File: src/rtl/idec_pkg.sv
package idec_pkg;

    localparam int CLS_W = 8;

    typedef enum logic [1:0] {
        FMT_REG = 2'd0,
        FMT_IMM = 2'd1,
        FMT_BR  = 2'd2
    } fmt_e;

    localparam logic [CLS_W-1:0] CLS_ALU    = 8'h01;
    localparam logic [CLS_W-1:0] CLS_LOAD   = 8'h02;
    localparam logic [CLS_W-1:0] CLS_STORE  = 8'h04;
    localparam logic [CLS_W-1:0] CLS_BRANCH = 8'h08;
    localparam logic [CLS_W-1:0] CLS_CALL   = 8'h10;
    localparam logic [CLS_W-1:0] CLS_RET    = 8'h20;
    localparam logic [CLS_W-1:0] CLS_TRAP   = 8'h40;
    localparam logic [CLS_W-1:0] CLS_SREG   = 8'h80;

    localparam logic [3:0] COND_LAST = 4'd9;

endpackage

File: src/rtl/idec_reg_fmt.sv
module idec_reg_fmt
    import idec_pkg::*;
(
    input  logic [7:0]       opc,
    output logic             legal,
    output logic             ext,
    output logic             reg_we,
    output logic             mem_we,
    output logic             shift,
    output logic [CLS_W-1:0] cls
);

    always_comb begin
        legal  = 1'b1;
        ext    = 1'b0;
        reg_we = 1'b0;
        mem_we = 1'b0;
        cls    = '0;
        case (opc) inside
            8'h00, 8'h0E: cls = CLS_ALU;
            8'h01, 8'h1B, 8'h20: begin
                cls = CLS_ALU; reg_we = 1'b1; ext = 1'b1;
            end
            8'h02, 8'h05, [8'h26:8'h2F], [8'h31:8'h34]: begin
                cls = CLS_ALU; reg_we = 1'b1;
            end
            8'h03: begin cls = CLS_CALL; mem_we = 1'b1; ext = 1'b1; end
            8'h19: begin cls = CLS_CALL; mem_we = 1'b1; end
            8'h04: cls = CLS_RET;
            8'h06: begin cls = CLS_STORE; mem_we = 1'b1; reg_we = 1'b1; end
            8'h07, 8'h0A, 8'h1C, 8'h21: begin
                cls = CLS_LOAD; reg_we = 1'b1;
            end
            8'h08, 8'h0C, 8'h1D, 8'h22, 8'h36, 8'h38: begin
                cls = CLS_LOAD; reg_we = 1'b1; ext = 1'b1;
            end
            8'h09, 8'h0D, 8'h1F, 8'h24, 8'h37, 8'h39: begin
                cls = CLS_STORE; mem_we = 1'b1; ext = 1'b1;
            end
            8'h0B, 8'h1E, 8'h23: begin cls = CLS_STORE; mem_we = 1'b1; end
            8'h1A: begin cls = CLS_BRANCH; ext = 1'b1; end
            8'h25: cls = CLS_BRANCH;
            8'h30: begin cls = CLS_TRAP; ext = 1'b1; end
            8'h35: cls = CLS_TRAP;
            default: legal = 1'b0;
        endcase
        shift = (opc == 8'h27) || (opc == 8'h28) || (opc == 8'h2D);
    end

endmodule

File: src/rtl/idec_imm_fmt.sv
module idec_imm_fmt
    import idec_pkg::*;
(
    input  logic [1:0]       sub,
    output logic [CLS_W-1:0] cls,
    output logic             reg_we,
    output logic             sreg_we
);

    always_comb begin
        cls     = CLS_ALU;
        reg_we  = 1'b1;
        sreg_we = 1'b0;
        case (sub)
            2'd2: cls = CLS_SREG;
            2'd3: begin cls = CLS_SREG; reg_we = 1'b0; sreg_we = 1'b1; end
            default: ;
        endcase
    end

endmodule

File: src/rtl/idec_br_fmt.sv
module idec_br_fmt
    import idec_pkg::*;
#(
    parameter int ADDR_W = 32
) (
    input  logic [3:0]        cond,
    input  logic [9:0]        disp,
    output logic              legal,
    output logic [ADDR_W-1:0] off
);

    localparam int DISP_W = 10;
    localparam int PAD_W  = ADDR_W - DISP_W - 1;

    assign legal = (cond <= COND_LAST);
    assign off   = {{PAD_W{disp[DISP_W-1]}}, disp, 1'b0};

endmodule

File: src/rtl/insn_decoder.sv
module insn_decoder
    import idec_pkg::*;
#(
    parameter int ADDR_W = 32
) (
    input  logic              clk,
    input  logic              rst,
    input  logic              in_valid,
    input  logic [15:0]       insn,
    output logic              out_valid,
    output logic [1:0]        fmt,
    output logic [7:0]        opcode,
    output logic [1:0]        sub_op,
    output logic [3:0]        cond,
    output logic [3:0]        rd_idx,
    output logic [3:0]        rs_idx,
    output logic [7:0]        imm8,
    output logic [ADDR_W-1:0] br_off,
    output logic              has_ext,
    output logic [2:0]        len,
    output logic [CLS_W-1:0]  cls,
    output logic              illegal,
    output logic              reg_we,
    output logic              mem_we,
    output logic              sreg_we,
    output logic              shift_op
);

    localparam logic [2:0] LEN_SHORT = 3'd2;
    localparam logic [2:0] LEN_LONG  = 3'd6;

    typedef struct packed {
        logic              vld;
        logic [1:0]        fmt;
        logic [7:0]        opc;
        logic [1:0]        sub;
        logic [3:0]        cnd;
        logic [3:0]        rd;
        logic [3:0]        rs;
        logic [7:0]        imm;
        logic [ADDR_W-1:0] off;
        logic              ext;
        logic [2:0]        len;
        logic [CLS_W-1:0]  cls;
        logic              ill;
        logic              rwe;
        logic              mwe;
        logic              swe;
        logic              sh;
    } dec_t;

    dec_t dec_d, dec_q;

    logic             r_legal, r_ext, r_rwe, r_mwe, r_sh;
    logic [CLS_W-1:0] r_cls, i_cls;
    logic             i_rwe, i_swe;
    logic             b_legal;
    logic [ADDR_W-1:0] b_off;

    idec_reg_fmt u_reg (
        .opc    (insn[15:8]),
        .legal  (r_legal),
        .ext    (r_ext),
        .reg_we (r_rwe),
        .mem_we (r_mwe),
        .shift  (r_sh),
        .cls    (r_cls)
    );

    idec_imm_fmt u_imm (
        .sub     (insn[13:12]),
        .cls     (i_cls),
        .reg_we  (i_rwe),
        .sreg_we (i_swe)
    );

    idec_br_fmt #(.ADDR_W(ADDR_W)) u_br (
        .cond  (insn[13:10]),
        .disp  (insn[9:0]),
        .legal (b_legal),
        .off   (b_off)
    );

    always_comb begin
        dec_d     = dec_q;
        dec_d.vld = in_valid;
        if (in_valid) begin
            dec_d     = '0;
            dec_d.vld = 1'b1;
            if (!insn[15]) begin
                dec_d.fmt = FMT_REG;
                dec_d.opc = insn[15:8];
                dec_d.rd  = insn[7:4];
                dec_d.rs  = insn[3:0];
                dec_d.ext = r_ext;
                dec_d.cls = r_cls;
                dec_d.ill = !r_legal;
                dec_d.rwe = r_rwe;
                dec_d.mwe = r_mwe;
                dec_d.sh  = r_sh;
            end else if (!insn[14]) begin
                dec_d.fmt = FMT_IMM;
                dec_d.sub = insn[13:12];
                dec_d.rd  = insn[11:8];
                dec_d.rs  = insn[11:8];
                dec_d.imm = insn[7:0];
                dec_d.cls = i_cls;
                dec_d.rwe = i_rwe;
                dec_d.swe = i_swe;
            end else begin
                dec_d.fmt = FMT_BR;
                dec_d.cnd = insn[13:10];
                dec_d.off = b_off;
                dec_d.cls = b_legal ? CLS_BRANCH : '0;
                dec_d.ill = !b_legal;
            end
            dec_d.len = dec_d.ext ? LEN_LONG : LEN_SHORT;
        end
    end

    always_ff @(posedge clk) begin
        if (rst) begin
            dec_q <= '0;
        end else begin
            dec_q <= dec_d;
        end
    end

    assign out_valid = dec_q.vld;
    assign fmt       = dec_q.fmt;
    assign opcode    = dec_q.opc;
    assign sub_op    = dec_q.sub;
    assign cond      = dec_q.cnd;
    assign rd_idx    = dec_q.rd;
    assign rs_idx    = dec_q.rs;
    assign imm8      = dec_q.imm;
    assign br_off    = dec_q.off;
    assign has_ext   = dec_q.ext;
    assign len       = dec_q.len;
    assign cls       = dec_q.cls;
    assign illegal   = dec_q.ill;
    assign reg_we    = dec_q.rwe;
    assign mem_we    = dec_q.mwe;
    assign sreg_we   = dec_q.swe;
    assign shift_op  = dec_q.sh;

endmodule

File: config.mk
export PLATFORM = sky130hd
export DESIGN_NAME = insn_decoder
export DESIGN_NICKNAME = d
export VERILOG_FILES = /design/src/rtl/idec_pkg.sv /design/src/rtl/idec_reg_fmt.sv /design/src/rtl/idec_imm_fmt.sv /design/src/rtl/idec_br_fmt.sv /design/src/rtl/insn_decoder.sv
export SDC_FILE = /design/constraint.sdc
export NUM_CORES = 1
export LEC_CHECK = 0
export ABC_AREA = 1
export BUFFER_PORTS_ARGS = -buffer_cell sky130_fd_sc_hd__buf_2
export CELL_PAD_IN_SITES_DETAIL_PLACEMENT = 1
export CELL_PAD_IN_SITES_GLOBAL_PLACEMENT = 1
export CORE_MARGIN = 3
export CORE_UTILIZATION = 37
export CTS_CLUSTER_SIZE = 8
export DETAILED_ROUTE_END_ITERATION = 7
export PLACE_DENSITY = 0.91
export SLEW_MARGIN = 30
export SYNTH_ARGS = -nofsm -noshare
export SYNTH_HDL_FRONTEND = slang
export SYNTH_HIERARCHICAL = 1
export SYNTH_SLANG_ARGS = --single-unit
File: constraint.sdc
create_clock -name clk -period 2.1 [get_ports clk]
set_input_delay 0.63 -clock clk [delete_from_list [all_inputs] [get_ports clk]]
set_output_delay 0.63 -clock clk [all_outputs]
set_load 0.01 [all_outputs]
==> flow_summary.json <==
{
  "outcome": "completed",
  "ioPinCount": 101,
  "netlist_instances": 577,
  "clock_latency_ns": 0.37,
  "powerDensity_nw_per_um2": 658.4,
  "fillerInstances": 1366,
  "coreArea_um2": 9955,
  "async_flop_share": 0,
  "area_growth_syn_to_layout_pct": 17.64,
  "drtIter0Drc": 186,
  "root_buffer": "clkbuf_8",
  "clkSlewWorstSetupHoldPaths_ns": 0.08,
  "p_total_mw": 2.988,
  "max-vdd-ir-drop_uv": 229.7,
  "rsz0062_at_grt": "false",
  "htreeDepth": 3,
  "ys.flop_type": "dfxtp_1",
  "io_buffers": 98,
  "crit_path_end_kind": "flip-flop",
  "hold_path.class": "reg2reg",
  "via_count": 3940,
  "synth-warning-count": 6,
  "antenna_found_initial": 0,
  "grt_usage": 0.2183,
  "drive_above_1_share": 0.2639,
  "postLayoutCoreUtil": 0.4560,
  "ant_nets": 0,
  "hpwl_um": 9155,
  "place_area_um2": 4375,
  "synth.largest_area_cell": "dfxtp_1",
  "setup_viol": 0,
  "fin_area_um2": 4539,
  "max-clock-path-buffers": 2,
  "cts_buffers": 9,
  "reg2reg_slack_ns": 1.37,
  "synth_cell_types": 23,
  "synth_common_cells": "nand2_1, dfxtp_1, nor2_1, a21oi_1, buf_4",
  "die_w_um": 108.1,
  "post-route-min-period_ns": 1.786,
  "diodes": 0,
  "startpoint_type": "input pin",
  "critPathBufInv": 3,
  "cts_tree": "yes",
  "yosysMostFrequentCell": "nand2_1",
  "cts_setup_buffers": 0,
  "yosysTopAreaCellShare": 0.4099,
  "std_cell_rows": 36,
  "grt_max_degree": 38,
  "cpPeakStageDelay_ns": 0.22,
  "wl_per_cell_um": 15.33,
  "final_nets": 681,
  "die_h_um": 108.1,
  "maxCapViolations": 0,
  "worstPathArrival_ns": 2.04,
  "start_util": 0.3876,
  "clock_sinks": 79,
  "via_per_inst": 4.925,
  "hold_viol_final": 0,
  "final.setup_skew_ns": 0,
  "post-place-cells": 784,
  "wl_um": 12270,
  "critPathTopFamily": "simple AND/OR/NAND/NOR gates",
  "fmaxAchievable_mhz": 559.9,
  "firstDrtPassIters": 4,
  "final_cells": 800,
  "drc": 0,
  "synth_edf_count": 0,
  "cpMostUsedCell": "nand2_1",
  "dieArea_um2": 11690,
  "synth_seq_cells": 79,
  "grt_pass1_wl_um": 20190,
  "holdWs_ns": 0.4637,
  "grt_overflow": 0,
  "crit_fanout": 5,
  "cts_resized": 0,
  "fin_crit_sh": 0.8505,
  "synth_area_leaders": "dfxtp_1, nand2_1, buf_4",
  "grt_pass1_vias": 4159,
  "worstPathRequired_ns": 2.35,
  "critPathKind": "in2reg",
  "power.leakage_nw": 2.246,
  "slew_viol_final": 0,
  "synth-seq-area-share": 0.4099,
  "crit_path_cell_trace": "buf_2 > inv_1 > nand2_1 > nor2_2 > nand2_1 > nand2_1 > nor2_2 > nand3_1 > nor2_1 > inv_1 > nand3_1 > nand2_1 > nor2_1 > nor2_1",
  "crit_slowest_cell": "nand2_1",
  "synth.avg_cell_area_um2": 6.688,
  "place_congestion": 0.8693,
  "holdBufCountCts": 0,
  "syn_area_um2": 3859
}
[worst paths after layout]
check | cells after the start | start | to
worst min register to register | 2 | imm8[1]$_SDFFE_PP0P_ | imm8[1]$_SDFFE_PP0P_
worst max-delay path | 14 | insn[9] | cls[0]$_SDFFE_PP0P_
worst max register to register | 2 | illegal$_SDFFE_PP0P_ | illegal$_SDFFE_PP0P_
worst min-delay path | 2 | imm8[1]$_SDFFE_PP0P_ | imm8[1]$_SDFFE_PP0P_
[layer usage]
| layer | global-route usage | share of wire | vias up |
|---|---|---|---|
| li1 | - | - | 1921 |
| met1 | 0.2576 | 0.43 | 1913 |
| met2 | 0.3859 | 0.50 | 87 |
| met3 | 0.05552 | 0.048 | 19 |
| met4 | 0.07124 | 0.017 | 0 |
| met5 | 0 | 0 | - |
[through the flow]
stage	setup TNS [ns]	worst slack [ns]
final	0	0.3139
after global routing	0	0.1256
after CTS	0	0.3355
after detailed placement	-0.1215	-0.06077
after global placement	-0.1742	-0.06858
after floorplan	0	0.4299
[worst reg2reg max path: stages, from the launching register on]
cell and delay (ns):
dfxtp_1 0.38, o21ai_0 0.10, nor3_1 0.18
[report_power, final]
part / leakage [nW] / internal, mW / switching, mW
Clock: 0.0862 / 0.425 / 0.584
Sequential: 0.643 / 1.54 / 0.0273
Combinational: 1.52 / 0.137 / 0.270
Total: 2.25 / 2.11 / 0.882
[area by class of cell]
class	count	area, um^2	area share
Clock buffer	10	127.6	0.02811
Clock inverter	6	36.28	0.007993
Inverter	34	127.6	0.02811
Multi-Input combinational cell	402	1712	0.3771
Sequential cell	79	1582	0.3484
Tap cell	133	166.4	0.03666
Timing Repair Buffer	136	788.3	0.1736
[logic make-up after synthesis]
| kind of cell | after synthesis | share of synthesized area |
|---|---|---|
| compound gates | 69 | 0.08949 |
| other cells | 4 | 0.003890 |
| simple gates | 323 | 0.3444 |
| buf+inv | 102 | 0.1524 |
| flops | 79 | 0.4099 |
[registers in the layout (all words and copies together) (netlist names)]
register / count
len: 2
reg_we: 1
sreg_we: 1
mem_we: 1
rs_idx: 4
fmt: 2
imm8: 8
br_off: 32
cls: 8
out_valid: 1
shift_op: 1
illegal: 1
sub_op: 2
rd_idx: 4
cond: 4
opcode: 7
[placed cells by master, fill, tap and decap left out, drive strengths merged, types with 4 or more instances in the layout]
master | netlist | layout
o21ai | 8 | 8
dfxtp | 79 | 79
nand2 | 206 | 206
nand4 | 4 | 4
buf | 61 | 136
inv | 33 | 34
a21oi | 61 | 61
nor2 | 72 | 72
conb | 4 | 10
clkbuf | 7 | 10
nand3 | 38 | 38
clkinv | 1 | 5
Note: power is estimated with default switching activity, not from simulation.
